File: config.mk
export PLATFORM = sky130hd
export DESIGN_NAME = bsalu_top
export DESIGN_NICKNAME = d
export VERILOG_FILES = /design/src/rtl/bsalu_pkg.sv /design/src/rtl/bsalu_arith_bit.sv /design/src/rtl/bsalu_logic_bit.sv /design/src/rtl/bsalu_slice.sv /design/src/rtl/bsalu_top.sv
export SDC_FILE = /design/constraint.sdc
export NUM_CORES = 1
export LEC_CHECK = 0
export ABC_AREA = 1
export CAP_MARGIN = 15
export CORE_AREA = 3 3 40 42
export DETAILED_ROUTE_END_ITERATION = 16
export DIE_AREA = 0 0 43 45
export PLACE_DENSITY_LB_ADDON = 0.1
export SYNTH_ARGS = -nofsm -noshare
export SYNTH_HDL_FRONTEND = slang
export SYNTH_SLANG_ARGS = --single-unit
File: constraint.sdc
create_clock -name vclk -period 3.6
set_input_delay 0.54 -clock vclk [all_inputs]
set_output_delay 0.54 -clock vclk [all_outputs]
set_load 0.1 [all_outputs]
File: src/rtl/bsalu_pkg.sv
package bsalu_pkg;

  // Operand conditioning codes for the adder's second input.
  typedef enum logic [1:0] {
    YSEL_ZERO = 2'b00,
    YSEL_B    = 2'b01,
    YSEL_NOTB = 2'b10,
    YSEL_ONES = 2'b11
  } ysel_e;

  // Bitwise function codes.
  typedef enum logic [1:0] {
    LOP_AND  = 2'b00,
    LOP_OR   = 2'b01,
    LOP_XOR  = 2'b10,
    LOP_NOTA = 2'b11
  } lop_e;

  // Adder operand for one bit, derived from the B bit.
  function automatic logic cond_operand(input logic b, input logic [1:0] sel);
    logic y;
    case (ysel_e'(sel))
      YSEL_ZERO: y = 1'b0;
      YSEL_B:    y = b;
      YSEL_NOTB: y = ~b;
      default:   y = 1'b1;
    endcase
    return y;
  endfunction

  // One-bit full adder: returns {carry_out, sum}.
  function automatic logic [1:0] full_add(input logic a, input logic y, input logic ci);
    logic s;
    logic co;
    s  = a ^ y ^ ci;
    co = (a & y) | (ci & (a ^ y));
    return {co, s};
  endfunction

  // One-bit bitwise function.
  function automatic logic bit_func(input logic a, input logic b, input logic [1:0] op);
    logic r;
    case (lop_e'(op))
      LOP_AND: r = a & b;
      LOP_OR:  r = a | b;
      LOP_XOR: r = a ^ b;
      default: r = ~a;
    endcase
    return r;
  endfunction

endpackage

File: src/rtl/bsalu_arith_bit.sv
module bsalu_arith_bit
  import bsalu_pkg::*;
#(
  parameter bit IS_MSB = 1'b0
) (
  input  logic       a_i,
  input  logic       b_i,
  input  logic [1:0] ysel_i,
  input  logic       cin_i,
  output logic       sum_o,
  output logic       cout_o
);

  logic       y_bit;
  logic [1:0] add_res;
  logic       ovf_local;

  always_comb begin
    y_bit     = cond_operand(b_i, ysel_i);
    add_res   = full_add(a_i, y_bit, cin_i);
    sum_o     = add_res[0];
    cout_o    = add_res[1];
    ovf_local = IS_MSB ? (cin_i ^ add_res[1]) : 1'b0;

    // a zero operand cannot carry out unless both A and carry-in are 1
    p_zero_operand_r1 : assert (!(ysel_i == YSEL_ZERO && add_res[1] && !(a_i && cin_i)))
      else $error("p_zero_operand_r1");

    // an all-ones operand carries out whenever A or carry-in is 1
    p_ones_operand_r1 : assert (!(ysel_i == YSEL_ONES && (a_i || cin_i) && !add_res[1]))
      else $error("p_ones_operand_r1");

    // overflow only when operand signs agree and the result sign departs
    p_no_overflow_r4 : assert (!ovf_local || ((a_i == y_bit) && (add_res[0] != a_i)))
      else $error("p_no_overflow_r4");
  end

endmodule

File: src/rtl/bsalu_logic_bit.sv
module bsalu_logic_bit
  import bsalu_pkg::*;
(
  input  logic       a_i,
  input  logic       b_i,
  input  logic [1:0] op_i,
  output logic       res_o
);

  logic r;

  always_comb begin
    r     = bit_func(a_i, b_i, op_i);
    res_o = r;

    // an AND result of 1 needs both operand bits set
    p_and_needs_both_r5 : assert (!(op_i == LOP_AND && r && !(a_i && b_i)))
      else $error("p_and_needs_both_r5");

    // an OR result of 0 needs both operand bits clear
    p_or_needs_none_r5 : assert (!(op_i == LOP_OR && !r && (a_i || b_i)))
      else $error("p_or_needs_none_r5");

    // the inversion never agrees with A
    p_not_differs_r5 : assert (!(op_i == LOP_NOTA && (r == a_i)))
      else $error("p_not_differs_r5");
  end

endmodule

File: src/rtl/bsalu_slice.sv
module bsalu_slice #(
  parameter bit IS_MSB = 1'b0
) (
  input  logic       a_i,
  input  logic       b_i,
  input  logic [2:0] sel_i,
  input  logic       cin_i,
  output logic       g_o,
  output logic       cout_o
);

  logic arith_bit;
  logic logic_bit;

  bsalu_arith_bit #(.IS_MSB(IS_MSB)) u_arith (
    .a_i    (a_i),
    .b_i    (b_i),
    .ysel_i (sel_i[1:0]),
    .cin_i  (cin_i),
    .sum_o  (arith_bit),
    .cout_o (cout_o)
  );

  bsalu_logic_bit u_logic (
    .a_i   (a_i),
    .b_i   (b_i),
    .op_i  (sel_i[1:0]),
    .res_o (logic_bit)
  );

  // Top select bit chooses the logic result.
  always_comb g_o = sel_i[2] ? logic_bit : arith_bit;

endmodule

File: src/rtl/bsalu_top.sv
module bsalu_top #(
  parameter int WIDTH = 4
) (
  input  logic [WIDTH-1:0] a_i,
  input  logic [WIDTH-1:0] b_i,
  input  logic [2:0]       sel_i,
  input  logic             carry_i,
  output logic [WIDTH-1:0] g_o,
  output logic             c_o,
  output logic             v_o
);

  localparam int MSB = WIDTH - 1;

  logic [WIDTH:0] carry_chain;
  logic           logic_mode;

  assign carry_chain[0] = carry_i;
  assign logic_mode     = sel_i[2];

  for (genvar i = 0; i < WIDTH; i++) begin : g_slice
    bsalu_slice #(.IS_MSB(i == MSB)) u_slice (
      .a_i    (a_i[i]),
      .b_i    (b_i[i]),
      .sel_i  (sel_i),
      .cin_i  (carry_chain[i]),
      .g_o    (g_o[i]),
      .cout_o (carry_chain[i+1])
    );
  end

  // Flags report arithmetic results only.
  assign c_o = ~logic_mode & carry_chain[WIDTH];
  assign v_o = ~logic_mode & (carry_chain[WIDTH] ^ carry_chain[MSB]);

endmodule

; After elaboration in Yosys (flattened, before gate mapping)
; Cells that the tools add are included.
[totals]
out_inout_bits = 6
elab_cells = 59
inputBits = 12
regBits = 0
[classes]
reduce_logical = 1
eq_ne = 2
mux = 12
bitwise = 44
[ops]
columns = cell, n
row1 = $pmux 1 s3, 8
row2 = $and 1x1->1, 14
row3 = $xor 1x1->1, 13
row4 = $not 1->1, 9
row5 = $or 1x1->1, 8
row6 = $mux 1, 4
row7 = $eq 2x1->1 const B, 1
row8 = $eq 2x2->1 const B, 1
row9 = $logic_not 2->1, 1

; Logic depth before layout (Yosys ltp)
; Gate-level depths: netlist (run 1).
[depth]
word_depth = 13
depth_mapped = 11

; Modules after synthesis
; Synthesis (run 1) repeated with hierarchy kept, for this count alone.
[hier_totals]
hier_cells = 103
area_unflattened_um2 = 533.0
[by_module_without_submodules]
columns = module, seq_area_each_um2, area_each_um2, cells_each, instances
row1 = bsalu_logic_bit, 0.0, 76.3, 15, 4
row2 = bsalu_arith_bit, 0.0, 35.0, 5, 4
row3 = bsalu_slice, 0.0, 15.0, 4, 4
row4 = bsalu_top, 0.0, 27.5, 7, 1

; Worst setup path before layout (run 1)
; No wires, ideal clock.
[synth_timing]
path_type = input to output
startpoint = in sel_i[1]
endpoint = out v_o
path_stages = 10
setup_slack_ps = -550
t_arrival_ps = 3610
path_cell_list = buf_6 > inv_2 > o21ai_1 > fa_1 > inv_1 > fa_1 > fa_1 > fa_1 > xnor2_1 > nor2_1
[synth_between]
elab_chain_len = 13
elab_cells_between_ends = 25
[synth_rtl]
columns = item, line_no
row1 = start: declaration, bsalu_top.sv:6  ; input logic [2:0] sel_i,
row2 = "$eq 2x2->1, or another cell as far along", bsalu_pkg.sv:22  ; case (ysel_e'(sel))
row3 = $pmux 1 s3, bsalu_pkg.sv:22
row4 = $xor 1x1->1, bsalu_pkg.sv:36  ; co = (a & y) | (ci & (a ^ y));
row5 = $and 1x1->1, bsalu_pkg.sv:36
row6 = $or 1x1->1, bsalu_pkg.sv:36
row7 = $and 1x1->1, bsalu_pkg.sv:36
row8 = $or 1x1->1, bsalu_pkg.sv:36
row9 = $and 1x1->1, bsalu_pkg.sv:36
row10 = $or 1x1->1, bsalu_pkg.sv:36
row11 = $and 1x1->1, bsalu_pkg.sv:36
row12 = $or 1x1->1, bsalu_pkg.sv:36
row13 = $xor 1x1->1 (*), -
row14 = $and 1x1->1 (*), bsalu_top.sv:34  ; assign v_o = ~logic_mode & (carry_chain[WIDTH] ^ carry_chain[MSB]);
row15 = end: declaration, bsalu_top.sv:10  ; output logic v_o
; Mark *: on every way between the ends. The rest lies on a longest branch, timed or not.

; Final worst setup path (run 1)
[layout_timing]
startpoint = in sel_i[1]
endpoint = out g_o[3]
[layout_between]
elab_chain_len = 11
elab_cells_between_ends = 23
[layout_rtl]
columns = item, line_no
row1 = "$eq 2x2->1, or another cell as far along", "bsalu_pkg.sv:22, bsalu_pkg.sv:43"
row2 = $pmux 1 s3, bsalu_pkg.sv:22
row3 = $xor 1x1->1, bsalu_pkg.sv:36
row4 = $and 1x1->1, bsalu_pkg.sv:36
row5 = $or 1x1->1, bsalu_pkg.sv:36
row6 = $and 1x1->1, bsalu_pkg.sv:36
row7 = $or 1x1->1, bsalu_pkg.sv:36
row8 = $and 1x1->1, bsalu_pkg.sv:36
row9 = $or 1x1->1, bsalu_pkg.sv:36
row10 = $xor 1x1->1, bsalu_pkg.sv:35  ; s = a ^ y ^ ci;
row11 = $mux 1 (*), bsalu_slice.sv:32  ; always_comb g_o = sel_i[2] ? logic_bit : arith_bit;
row12 = end: declaration, bsalu_top.sv:8  ; output logic [WIDTH-1:0] g_o,
; Marked as above.

==> impl_metrics.tcl, run 1 <==
set metrics [dict create \
    clockBufferCount 0 \
    post_cts_buffers 0 \
    max_freq_mhz 286 \
    routed_wl_per_cell_um 9.95 \
    yosys_synthesis_warning_count 0 \
    initial_core_util 0.403 \
    run_status "finished, final reports clean" \
    antennaDiodeCount 0 \
    power_density_mw_per_mm2 253 \
    worst-slew-pin-transition_ps 371 \
    post-synth-top-area-cell "sky130_fd_sc_hd__ha_1" \
    crit_path_frequent_cell "sky130_fd_sc_hd__fa_2" \
    timing.critical_path.arrival_ps 2950 \
    setup_viol_count_final 0 \
    totalPowerFinal_mw 0.202 \
    placement.setup.worst_slack_ps -227 \
    core_area_mm2 0.00128 \
    hpwl_um 970 \
    detail-route-antenna-nets 0 \
    crit_family "adder cells" \
    die_h_um 45 \
    post_route_cells_drive_above_1_share 0.287 \
    std_cell_rows 13 \
    seqCellArea_um2 0 \
    routed_wl_um 1150 \
    power.switching_mw 0.124 \
    crit_slowest_cell "sky130_fd_sc_hd__fa_1" \
    critical_path.startpoint_type "input pin" \
    grt_max_degree 12 \
    critPathCaptureType "primary output" \
    power.static_leakage_nw 0.413 \
    fin_worst_hold_slack_ps 1840 \
    sequential_power_share 0 \
    post_synth_main_area_contributors "sky130_fd_sc_hd__ha_1 (19%), sky130_fd_sc_hd__fa_1 (15%), sky130_fd_sc_hd__nand2_1 (12%)" \
    timing.final.max_slew_violations 0 \
    routed-via-count 534 \
    switching_share 0.612 \
    antenna_found_initial 0 \
    vdd.ir_drop.worst_uv 115 \
    layout_worst_path_cycle_share 0.970 \
    nFlopsAndLatches 0 \
    critPathRequiredTime_ps 3060 \
    postLayoutSetupSlackWorst_ps 109 \
    netlist-cell-type-count 18 \
    timing_worst_setup_path_type "in2out" \
    cts_hold_buf 0 \
    ys_seq_area_frac 0 \
    grt_pass1_vias 448 \
    max-slew-margin-rel 0.752 \
    synth_top_cell_area_share 0.193 \
    post-route-min-period_ps 3490 \
    clkPwrFrac 0 \
    path_buf_inv 4 \
    grt_util_all_layers 0.120 \
    die_area_mm2 0.00194 \
    critical_path.max_fanout 2 \
    power.share.combinational 1.000 \
    finalWeightedCongestion 0.813 \
    initialDrtViolationCount 5 \
    port-buffer-count 18 \
    p_int_mw 0.0785 \
    netlist_instances 82 \
    fp.dieW_um 43 \
    post_synth_instance_area_um2 518 \
    max_cap_viol_count 0 \
    rsz0062_at_grt "no" \
    drc 0 \
    hold_wc_path_type "in2out" \
    max_stage_delay_ps 420 \
    finish.net_count 127 \
    drt_pre_antenna_iters 2 \
    timing.final.hold_violations 0 \
    wire_length_of_the_first_global_routing_pass_um 1840 \
    ios 18 \
    avgSynthCellArea_um2 6.32 \
    critical_path.cell_chain "clkdlybuf4s15_1 > inv_2 > o21ai_2 > fa_2 > inv_1 > fa_2 > fa_2 > fa_1 > or2_2 > nand2_2 > buf_12" \
    syn_nets 106 \
    synthToLayoutAreaGrowth_pct 54.1 \
    grt_overflow 0 \
    via_per_inst 4.60 \
]
-- worst paths after layout --
check     start      to  slack (ps)  depth (start not counted)
min     carry_i  g_o[0]        1840                          5
max    sel_i[1]  g_o[3]         110                         11
-- cell usage after synthesis --
master	number
sky130_fd_sc_hd__or2_2	1
sky130_fd_sc_hd__or2_1	2
sky130_fd_sc_hd__nor2_2	1
sky130_fd_sc_hd__ha_1	8
sky130_fd_sc_hd__buf_4	5
sky130_fd_sc_hd__nand3_1	6
sky130_fd_sc_hd__nand2_2	1
sky130_fd_sc_hd__xnor2_1	1
sky130_fd_sc_hd__inv_2	5
sky130_fd_sc_hd__nand3b_1	2
sky130_fd_sc_hd__o21ai_0	1
sky130_fd_sc_hd__buf_2	1
sky130_fd_sc_hd__nor2_1	2
sky130_fd_sc_hd__o21ai_1	11
sky130_fd_sc_hd__buf_6	1
sky130_fd_sc_hd__inv_1	13
sky130_fd_sc_hd__nand2_1	17
sky130_fd_sc_hd__fa_1	4
-- final cells by class --
class                           instances  area [um^2]
Fill cell                             117          487
Tap cell                               15         18.8
Timing Repair Buffer                   26          297
Inverter                               18         67.6
Multi-Input combinational cell         57          415
-- metal layers --
| metal | wire length, um | vias up | global-route usage | share of wire |
|---|---|---|---|---|
| li1 | - | 292 | - | - |
| met2 | 562 | 10 | 0.231 | 0.49 |
| met1 | 539 | 232 | 0.162 | 0.47 |
| met4 | 0 | 0 | 0 | 0 |
| met5 | 0 | - | 0 | 0 |
| met3 | 52 | 0 | 0 | 0.045 |
-- cell usage in the layout (no fill, tap or decap), types with 3 or more instances in the layout --
cell / instances
sky130_fd_sc_hd__nand2_1: 16
sky130_fd_sc_hd__inv_1: 13
sky130_fd_sc_hd__o21ai_1: 10
sky130_fd_sc_hd__ha_1: 8
sky130_fd_sc_hd__buf_4: 8
sky130_fd_sc_hd__clkdlybuf4s50_1: 7
sky130_fd_sc_hd__nand3_1: 6
sky130_fd_sc_hd__buf_12: 6
sky130_fd_sc_hd__inv_2: 5
sky130_fd_sc_hd__nor2_2: 3
sky130_fd_sc_hd__fa_2: 3
sky130_fd_sc_hd__dlygate4sd2_1: 3
-- metrics by stage --
stage / cells / utilization / TNS [ps] / cell area [um^2]
after floorplan: 82 / - / -111 / 523
after global placement: 116 / 0.613 / -298 / 788
after detailed placement: 116 / 0.613 / -351 / 788
after CTS: 116 / 0.619 / 0 / 796
after global routing: 116 / 0.621 / 0 / 798
final: 116 / 0.621 / 0 / 798
-- repair_timing --
action	4_1_cts	5_1_grt
gates resized for setup	10	2
pin swaps	2	3
setup endpoints to repair	3	1
gates cloned	0	0
-- kinds of logic (layout without fill, tap and decap cells) --
group | count (synthesis) | after routing | share of synthesized area
simple gates | 32 | 32 | 0.285
compound gates | 12 | 12 | 0.116
fa+ha+maj | 12 | 12 | 0.348
buf+inv | 25 | 44 | 0.234
xor+xnor | 1 | 1 | 0.0169
-- power groups by stage --
stage	Combinational [mW]	Sequential [mW]	Clock, mW
floorplan	0.134	0	0
global placement	0.201	0	0
detailed placement	0.202	0	0
CTS	0.204	0	0
global route	0.214	0	0
finish	0.202	0	0
Note: power is estimated with default switching activity, not from simulation.
==> run 2: changes to the inputs <==
- CORE_AREA: 3 3 40 42 -> 2 2 39 41
- DIE_AREA: 0 0 43 45 -> 0 0 41 43
==> impl_metrics.tcl, run 2 (same netlist as run 1, synthesis figures left out) <==
set metrics [dict create \
    fp.dieW_um 41 \
    power_density_mw_per_mm2 254 \
    path_buf_inv 3 \
    max_stage_delay_ps 480 \
    routed_wl_per_cell_um 9.49 \
    totalNegativeSetupSlack_ps 0 \
    core_area_mm2 0.00138 \
    routed_wl_um 1120 \
    grt_max_degree 12 \
    crit_path_frequent_cell "sky130_fd_sc_hd__fa_2" \
    timing_worst_setup_path_type "in2out" \
    grt_util_all_layers 0.156 \
    critical_path.max_fanout 2 \
    power.static_leakage_nw 0.433 \
    finish.net_count 128 \
    via_per_inst 4.61 \
    finalNonFillerCells 118 \
    layout_worst_path_cycle_share 0.968 \
    nFlopsAndLatches 0 \
    vdd.ir_drop.worst_uv 184 \
    wire_length_of_the_first_global_routing_pass_um 2010 \
    finalWeightedCongestion 0.722 \
    initial_core_util 0.374 \
    critical_path.startpoint "carry_i" \
    antenna_found_initial 0 \
    critPathCaptureType "primary output" \
    run_status "finished, final reports clean" \
    crit_family "adder cells" \
    timing.critical_path.arrival_ps 2940 \
    post-route-min-period_ps 3480 \
    std_cell_rows 14 \
    max-slew-margin-rel 0.778 \
    cts_hold_buf 0 \
    grt_overflow 0 \
    detail-route-antenna-nets 0 \
    port-buffer-count 18 \
    worstSetupEndpoint "g_o[3]" \
    max_cap_viol_count 0 \
    drt_pre_antenna_iters 2 \
    drc 0 \
    grt_pass1_vias 506 \
    critical_path_depth_in_cells 9 \
    critPathRequiredTime_ps 3060 \
    timing.final.max_slew_violations 0 \
    die_area_mm2 0.00176 \
    max_freq_mhz 287 \
    design_area_um2 827 \
    ios 18 \
    placed_cell_area_um2 790 \
    finalCoreUtilization 0.598 \
    hpwl_um 969 \
    clockBufferCount 0 \
    setup_viol_count_final 0 \
    synthToLayoutAreaGrowth_pct 59.7 \
    antennaDiodeCount 0 \
    timing.final.hold_violations 0 \
    die_h_um 43 \
    critical_path.startpoint_type "input pin" \
    routed-via-count 544 \
    final_cell_mix "sky130_fd_sc_hd__nand2_1 (16), sky130_fd_sc_hd__inv_1 (13), sky130_fd_sc_hd__o21ai_1 (10)" \
    place.detailed.instances 117 \
    mostFrequentLayoutCell "sky130_fd_sc_hd__nand2_1" \
    initialDrtViolationCount 1 \
    worst-slew-pin-transition_ps 332 \
    hold_wc_path_type "in2out" \
    nFillCells 146 \
    seqCellArea_um2 0 \
    rsz0062_at_grt "no" \
    totalPowerFinal_mw 0.210 \
    post_route_cells_drive_above_1_share 0.314 \
    crit_slowest_cell "sky130_fd_sc_hd__clkdlybuf4s50_1" \
    critical_path.cell_chain "clkdlybuf4s50_1 > fa_2 > inv_1 > fa_2 > fa_2 > fa_2 > or2_4 > nand2_4 > buf_12" \
]
run 2: changes by cell type in the layout (fill, tap and decap cells not counted):
cell | before | now
sky130_fd_sc_hd__or2_4 | 0 | 1
sky130_fd_sc_hd__xnor2_1 | 1 | 0
sky130_fd_sc_hd__buf_4 | 8 | 9
sky130_fd_sc_hd__fa_1 | 1 | 0
sky130_fd_sc_hd__clkdlybuf4s15_1 | 2 | 0
sky130_fd_sc_hd__dlymetal6s2s_1 | 0 | 1
sky130_fd_sc_hd__clkdlybuf4s50_1 | 7 | 8
sky130_fd_sc_hd__nand2_4 | 0 | 1
sky130_fd_sc_hd__or2_2 | 1 | 0
sky130_fd_sc_hd__xnor2_2 | 0 | 1
sky130_fd_sc_hd__fa_2 | 3 | 4
sky130_fd_sc_hd__nand2_2 | 2 | 1
run 2: routing by layer:
metal	vias to the layer above	part of all wire	GRT usage
li1	287	-	-
met5	-	0	0
met4	0	0	0
met2	11	0.54	0.278
met1	246	0.42	0.207
met3	0	0.043	0.0105
run 2: layout make-up:
type | count | area (um^2) | area share
Timing Repair Buffer | 27 | 307 | 0.371
Tap cell | 16 | 20.0 | 0.0242
Inverter | 18 | 67.6 | 0.0817
Multi-Input combinational cell | 57 | 433 | 0.523
run 2: where the power goes:
group,internal [mW],switching [mW],total (mW)
clock,0,0,0
sequential,0,0,0
combinational,0.0842,0.126,0.210
run 2: through the flow:
stage,setup WS [ps],hold WS (ps)
2_1_floorplan,-111,1450
3_3_place_gp,-170,1990
3_5_place_dp,-208,2000
4_1_cts,31.7,1930
5_1_grt,2.35,1810
6_report,116,1770
run 2: worst min path at each step:
stage | depth (start not counted) | end | start | slack, ps
2_1_floorplan | 2 | c_o | sel_i[2] | 1450
3_3_place_gp | 3 | c_o | sel_i[2] | 1990
3_5_place_dp | 3 | c_o | sel_i[2] | 2000
4_1_cts | 8 | g_o[1] | sel_i[1] | 1930
5_1_grt | 5 | g_o[0] | a_i[0] | 1810
6_report | 5 | g_o[0] | a_i[0] | 1770
run 2: what timing repair did:
item                       in CTS  in global routing
resized for setup              11                  2
pin swaps                       5                  1
setup endpoints to repair       2                  2
hold endpoints to repair        0                  0
buffers inserted                1                  0
